--- config.mk ---
export PLATFORM = sky130hd
export DESIGN_NAME = rbr_top
export DESIGN_NICKNAME = d
export VERILOG_FILES = /design/src/rtl/rbr_pkg.sv /design/src/rtl/rbr_decode.sv /design/src/rtl/rbr_cond.sv /design/src/rtl/rbr_target.sv /design/src/rtl/rbr_top.sv
export SDC_FILE = /design/constraint.sdc
export NUM_CORES = 1
export LEC_CHECK = 0
export CAP_MARGIN = 5
export CORE_ASPECT_RATIO = 1.5
export CORE_MARGIN = 5
export CORE_UTILIZATION = 30
export CTS_CLUSTER_SIZE = 14
export DETAILED_ROUTE_END_ITERATION = 10
export GPL_TIMING_DRIVEN = 1
export PLACE_DENSITY = 0.65
export SYNTH_ARGS = -nofsm -noshare
export SYNTH_HDL_FRONTEND = slang
export SYNTH_HIERARCHICAL = 1
export SYNTH_SLANG_ARGS = --single-unit
export TNS_END_PERCENT = 30
--- constraint.sdc ---
create_clock -name clk -period 1.4 [get_ports clk]
set_clock_uncertainty 0.15 [all_clocks]
set_input_delay 0.28 -clock clk [delete_from_list [all_inputs] [get_ports clk]]
set_output_delay 0.28 -clock clk [all_outputs]
set_load 0.05 [all_outputs]
--- src/rtl/rbr_pkg.sv ---
package rbr_pkg;
  typedef enum logic [2:0] {
    BR_NONE   = 3'd0,
    BR_ALWAYS = 3'd1,
    BR_CSET   = 3'd2,
    BR_CCLR   = 3'd3,
    BR_ZSET   = 3'd4,
    BR_ZCLR   = 3'd5
  } br_kind_e;

  localparam logic [7:0] OP_ALWAYS = 8'h18;
  localparam logic [7:0] OP_CSET   = 8'h38;
  localparam logic [7:0] OP_CCLR   = 8'h30;
  localparam logic [7:0] OP_ZSET   = 8'h28;
  localparam logic [7:0] OP_ZCLR   = 8'h20;
endpackage

--- src/rtl/rbr_decode.sv ---
module rbr_decode
  import rbr_pkg::*;
(
  input  logic [7:0] op_i,
  output br_kind_e   kind_o
);
  always_comb begin
    case (op_i)
      OP_ALWAYS: kind_o = BR_ALWAYS;
      OP_CSET:   kind_o = BR_CSET;
      OP_CCLR:   kind_o = BR_CCLR;
      OP_ZSET:   kind_o = BR_ZSET;
      OP_ZCLR:   kind_o = BR_ZCLR;
      default:   kind_o = BR_NONE;
    endcase
  end
endmodule

--- src/rtl/rbr_cond.sv ---
module rbr_cond
  import rbr_pkg::*;
(
  input  br_kind_e kind_i,
  input  logic     carry_i,
  input  logic     zero_i,
  output logic     take_o
);
  always_comb begin
    case (kind_i)
      BR_ALWAYS: take_o = 1'b1;
      BR_CSET:   take_o = carry_i;
      BR_CCLR:   take_o = ~carry_i;
      BR_ZSET:   take_o = zero_i;
      BR_ZCLR:   take_o = ~zero_i;
      default:   take_o = 1'b0;
    endcase
  end
endmodule

--- src/rtl/rbr_target.sv ---
module rbr_target #(
  parameter int ADDR_W = 16
) (
  input  logic [ADDR_W-1:0] pc_i,
  input  logic [7:0]        disp_i,
  output logic [ADDR_W-1:0] seq_o,
  output logic [ADDR_W-1:0] jump_o
);
  localparam int EXT_W = ADDR_W - 8;
  logic [ADDR_W-1:0] disp_ext;

  generate
    if (EXT_W > 0) begin : g_ext
      assign disp_ext = {{EXT_W{disp_i[7]}}, disp_i};
    end else begin : g_trunc
      assign disp_ext = disp_i[ADDR_W-1:0];
    end
  endgenerate

  assign seq_o  = pc_i + ADDR_W'(2);
  assign jump_o = seq_o + disp_ext;
endmodule

--- src/rtl/rbr_top.sv ---
module rbr_top
  import rbr_pkg::*;
#(
  parameter int ADDR_W  = 16,
  parameter int CNT_W   = 4,
  parameter int TAKEN_T = 12,
  parameter int SKIP_T  = 7
) (
  input  logic              clk,
  input  logic              rst_n,
  input  logic              req_vld,
  input  logic [7:0]        req_op,
  input  logic [7:0]        req_disp,
  input  logic [ADDR_W-1:0] req_pc,
  input  logic              req_carry,
  input  logic              req_zero,
  output logic              rsp_vld,
  output logic              rsp_known,
  output logic              rsp_taken,
  output logic [ADDR_W-1:0] rsp_pc,
  output logic [CNT_W-1:0]  rsp_states
);
  localparam logic [CNT_W-1:0] T_TAKEN = CNT_W'(TAKEN_T);
  localparam logic [CNT_W-1:0] T_SKIP  = CNT_W'(SKIP_T);

  logic [1:0] rsync_q;
  logic       rst_int_n;

  always_ff @(posedge clk or negedge rst_n) begin
    if (!rst_n) rsync_q <= 2'b00;
    else        rsync_q <= {rsync_q[0], 1'b1};
  end
  assign rst_int_n = rsync_q[1];

  br_kind_e          kind;
  logic              take;
  logic [ADDR_W-1:0] seq_pc, jump_pc;

  rbr_decode u_dec (.op_i(req_op), .kind_o(kind));
  rbr_cond   u_cnd (.kind_i(kind), .carry_i(req_carry), .zero_i(req_zero), .take_o(take));
  rbr_target #(.ADDR_W(ADDR_W)) u_tgt (
    .pc_i(req_pc), .disp_i(req_disp), .seq_o(seq_pc), .jump_o(jump_pc)
  );

  logic              known_d, taken_d;
  logic [ADDR_W-1:0] pc_d;
  logic [CNT_W-1:0]  states_d;

  always_comb begin
    known_d  = (kind != BR_NONE);
    taken_d  = known_d & take;
    if (!known_d) begin
      pc_d     = req_pc;
      states_d = '0;
    end else if (taken_d) begin
      pc_d     = jump_pc;
      states_d = T_TAKEN;
    end else begin
      pc_d     = seq_pc;
      states_d = T_SKIP;
    end
  end

  always_ff @(posedge clk or negedge rst_int_n) begin
    if (!rst_int_n) begin
      rsp_vld <= 1'b0;
    end else begin
      rsp_vld <= req_vld;
    end
  end

  always_ff @(posedge clk or negedge rst_int_n) begin
    if (!rst_int_n) begin
      rsp_known  <= 1'b0;
      rsp_taken  <= 1'b0;
      rsp_pc     <= '0;
      rsp_states <= '0;
    end else if (req_vld) begin
      rsp_known  <= known_d;
      rsp_taken  <= taken_d;
      rsp_pc     <= pc_d;
      rsp_states <= states_d;
    end
  end
endmodule

==> metrics.md <==
| Metric | Value |
|---|---|
| Status | finished with violations |
| Failing checks | setup timing |
| CP endpoint kind | flip-flop |
| Syn Inst Count | 235 |
| Ys Warns | 6 |
| CTS root buffer | clkbuf_16 |
| Die width | 81.33 um |
| Internal power | 1972 uW |
| Dpl ws | -2.327 ns |
| Drt pass-1 iters | 4 |
| DRC errors left | 0 |
| Total congestion overflow | 0 |
| Layout cells sized above 1 | 0.5493 |
| Initial antenna violation count | 0 |
| Site row count | 39 |
| Yosys reg bits | 23 |
| Worst slew pin tran | 1.023 ns |
| FMAX | 335.8 MHz |
| Post-synth top area cell | dfrtp_1 |
| RePlAce Congestion | 0.8722 |
| Final nets | 413 |
| Final setup TNS | -22.91 ns |
| Port Buffers | 59 |
| Cts bufs inserted | 3 |
| Critical path type | in2reg |
| Fin worst setup slack | -1.578 ns |
| Hold buffers post-CTS | 0 |
| Worst endpoint required time | 1.39 ns |
| Vias in the first global route | 2551 |
| Fin. max-slew vios | 0 |
| Antenna cells | 0 |
| Total Power | 3045 uW |
| Synth Net Count | 292 |
| Core Area | 7515 um2 |
| Critical Path AT | 2.97 ns |
| Iteration-0 DRC Markers | 88 |
| FFs w/ async S/R, synth | 1.000 |
| HP Class | in2async |
| First-pass GRT wire length | 11.88 mm |
| Total I/O pin count | 60 |
| Post-detail-place hpwl | 5.624 mm |
| Hold_ws | 0.03600 ns |
| Met1 Wirelength | 2.874 mm |
| Synthesized area | 2290 um2 |
| Worst-Skew Late Latency | 0.25 ns |
| PD cells | 690.0 nW/um2 |
| Mean number of vias per cell | 5.160 |
| Static leakage | 0.001895 uW |
| Area grow syn2layout | 92.73% |
| Seq/Total Area, Yosys | 0.2514 |
| Max H-tree Level | 1 |
| P_sw | 1073 uW |
| Setup-failing EPs final | 20 |
| RSZ-0062 raised after global routing | true |
| Tcrit/Tclk final | 2.127 |
| Top post-synthesis cells by area | dfrtp_1 (25%), ha_1 (10%), xnor2_1 (8.8%) |
| Switching Fraction | 0.3524 |
| Die ar. | 9515 um2 |
| Slew headroom | 0.3150 |
| Clock Tree Buf Depth | 2 |
| Highest metal used | met4 |
| Element type at the critical path start | primary input |
| Post-route ant nets | 0 |
| Final Hold Fails | 0 |
| Clk sinks | 23 |
| Sequential power share | 0.256 |
| Wire per inst | 17.25 um |
| Max FO, Critical Path | 3 |
| DR WL met3 | 307 um |
| Combinational share of power | 0.538 |
| Commonest cells in the netlist | dfrtp_1 (23), xnor2_1 (23), ha_1 (19), mux2_2 (16), nor2b_1 (13) |
| Initial Util | 0.3047 |
| Filler cell count | 621 |
| Post-synth top flop | dfrtp_1 |
| Routed vias | 2358 |
| Maxcap violations | 0 |
| EDFF count, synth | 0 |
| Synth Area per Inst | 9.743 um2 |
| Die extent in y | 117.0 um |
| Post-layout min period | 2.978 ns |
| Largest net degree at the start of global routing | 22 |
| Max rail drop VDD | 0.6035 mV |
| CTS tree | built |
| Met2 wire len | 4.406 mm |
| Total track usage | 0.1589 |
| Clk pwr share | 0.206 |
| Clock transition at the registers of the reported paths | 0.06 ns |
| Synth unique cells | 50 |
| Top cell type's share of synthesized area | 0.2514 |
| WL final | 7.882 mm |
layout make-up:
class,instances,area (um2),area share
sequential,23,575.6,0.1304
timing repair buffer,129,1404,0.3181
inverter,5,18.77,0.004253
clock inverter,1,5.005,0.001134
tap,102,127.6,0.02892
multi-input combinational,194,2207,0.5001
clock buffer,3,75.07,0.01701
sequential cells by signal (all words and copies together), names as in the netlist:
| name | count |
|---|---|
| rsp_pc | 16 |
| rsp_states | 3 |
| rsp_taken | 1 |
| rsp_vld | 1 |
| rsync_q | 2 |
final timing paths:
path	slack (ns)	startpoint	end	cells after the start
hold reg to reg	0.07	rsync_q[1]$_DFF_PN0_	rsp_pc[6]$_DFFE_PN0P_	1
max in group asynchronous	0.81	rsync_q[1]$_DFF_PN0_	rsp_states[1]$_DFFE_PN0P_	1
min in group clk	0.15	req_pc[2]	rsp_pc[2]$_DFFE_PN0P_	2
hold / removal	0.04	rst_n	rsync_q[0]$_DFF_PN0_	1
setup / recovery	-1.58	req_pc[3]	rsp_pc[13]$_DFFE_PN0P_	13
setup reg to reg	0.24	rsp_pc[12]$_DFFE_PN0P_	rsp_pc[12]$_DFFE_PN0P_	2
critical path: stages:
cell	delay (ns)
buf_6	0.08
and3_4	0.19
and3_4	0.18
buf_4	0.13
xor2_4	0.21
ha_4	0.23
a21o_1	0.20
a211o_1	0.30
a221o_1	0.34
o21ai_2	0.14
mux2i_1	0.10
mux2_2	0.27
a221o_2	0.33
power groups by stage:
stage | clock network, uW | registers [uW] | logic (uW)
6_report | 628 | 778 | 1640
5_1_grt | 677 | 785 | 1740
4_1_cts | 641 | 778 | 1480
3_5_place_dp | 0 | 788 | 1380
3_3_place_gp | 0 | 787 | 1360
2_1_floorplan | 0 | 940 | 542
through the flow:
| stage | util | instance area [um2] | instances |
|---|---|---|---|
| 6_report | 0.5872 | 4413 | 457 |
| 3_5_place_dp | 0.4902 | 3684 | 445 |
| 2_1_floorplan | - | 2359 | 235 |
| 3_3_place_gp | 0.4902 | 3684 | 445 |
| 4_1_cts | 0.5416 | 4070 | 454 |
| 5_1_grt | 0.5872 | 4413 | 457 |
per-layer routing:
layer,up-vias,track usage
met5,-,0
met4,0,0.07554
met3,18,0.01838
met2,78,0.3020
met1,1146,0.1698
li1,1116,-
logic make-up (layout without fill, tap and decap cells):
logic type / count (synthesis) / count (layout) / share of synthesized area
xor gates and xnor gates: 30 / 30 / 0.1148
and+or+nand+nor: 63 / 63 / 0.1617
DFF: 23 / 23 / 0.2514
buffers and inverters: 18 / 138 / 0.05300
muxes: 17 / 17 / 0.08306
adders and majority gates: 20 / 20 / 0.1126
other: 1 / 1 / 0.001638
AOI/OAI and AO/OA: 63 / 63 / 0.2219
what timing repair did:
action / 4_1_cts / 5_1_grt
endpoints found under the setup margin: 20 / 20
gates resized for setup: 79 / 55
buffers inserted: 5 / 3
pin swaps: 23 / 33
placed cells by master (no fill, tap or decap), types with 3 or more instances in the layout:
cell,synthesis,routed
a221o_2,8,8
and3_4,0,5
buf_4,5,61
mux2_4,0,4
dlygate4sd2_1,0,11
clkdlybuf4s50_1,0,16
inv_1,5,5
xor2_1,7,4
ha_4,0,13
xnor2_4,0,6
dlymetal6s2s_1,0,4
o21ai_2,0,3
a21oi_1,12,7
and2b_1,3,3
buf_12,0,25
nand3_4,0,4
a221o_1,9,9
a21o_1,5,5
mux2_2,16,12
xnor2_1,23,12
clkbuf_16,0,3
a22o_2,3,3
nand2_1,11,9
nor2b_1,13,13
a21oi_2,1,6
nand4_1,5,5
buf_6,3,11
xnor2_2,0,5
nor2_1,8,7
dfrtp_1,23,23
ha_1,19,5
o21ai_1,2,3
(Power assumes the default switching activity.)
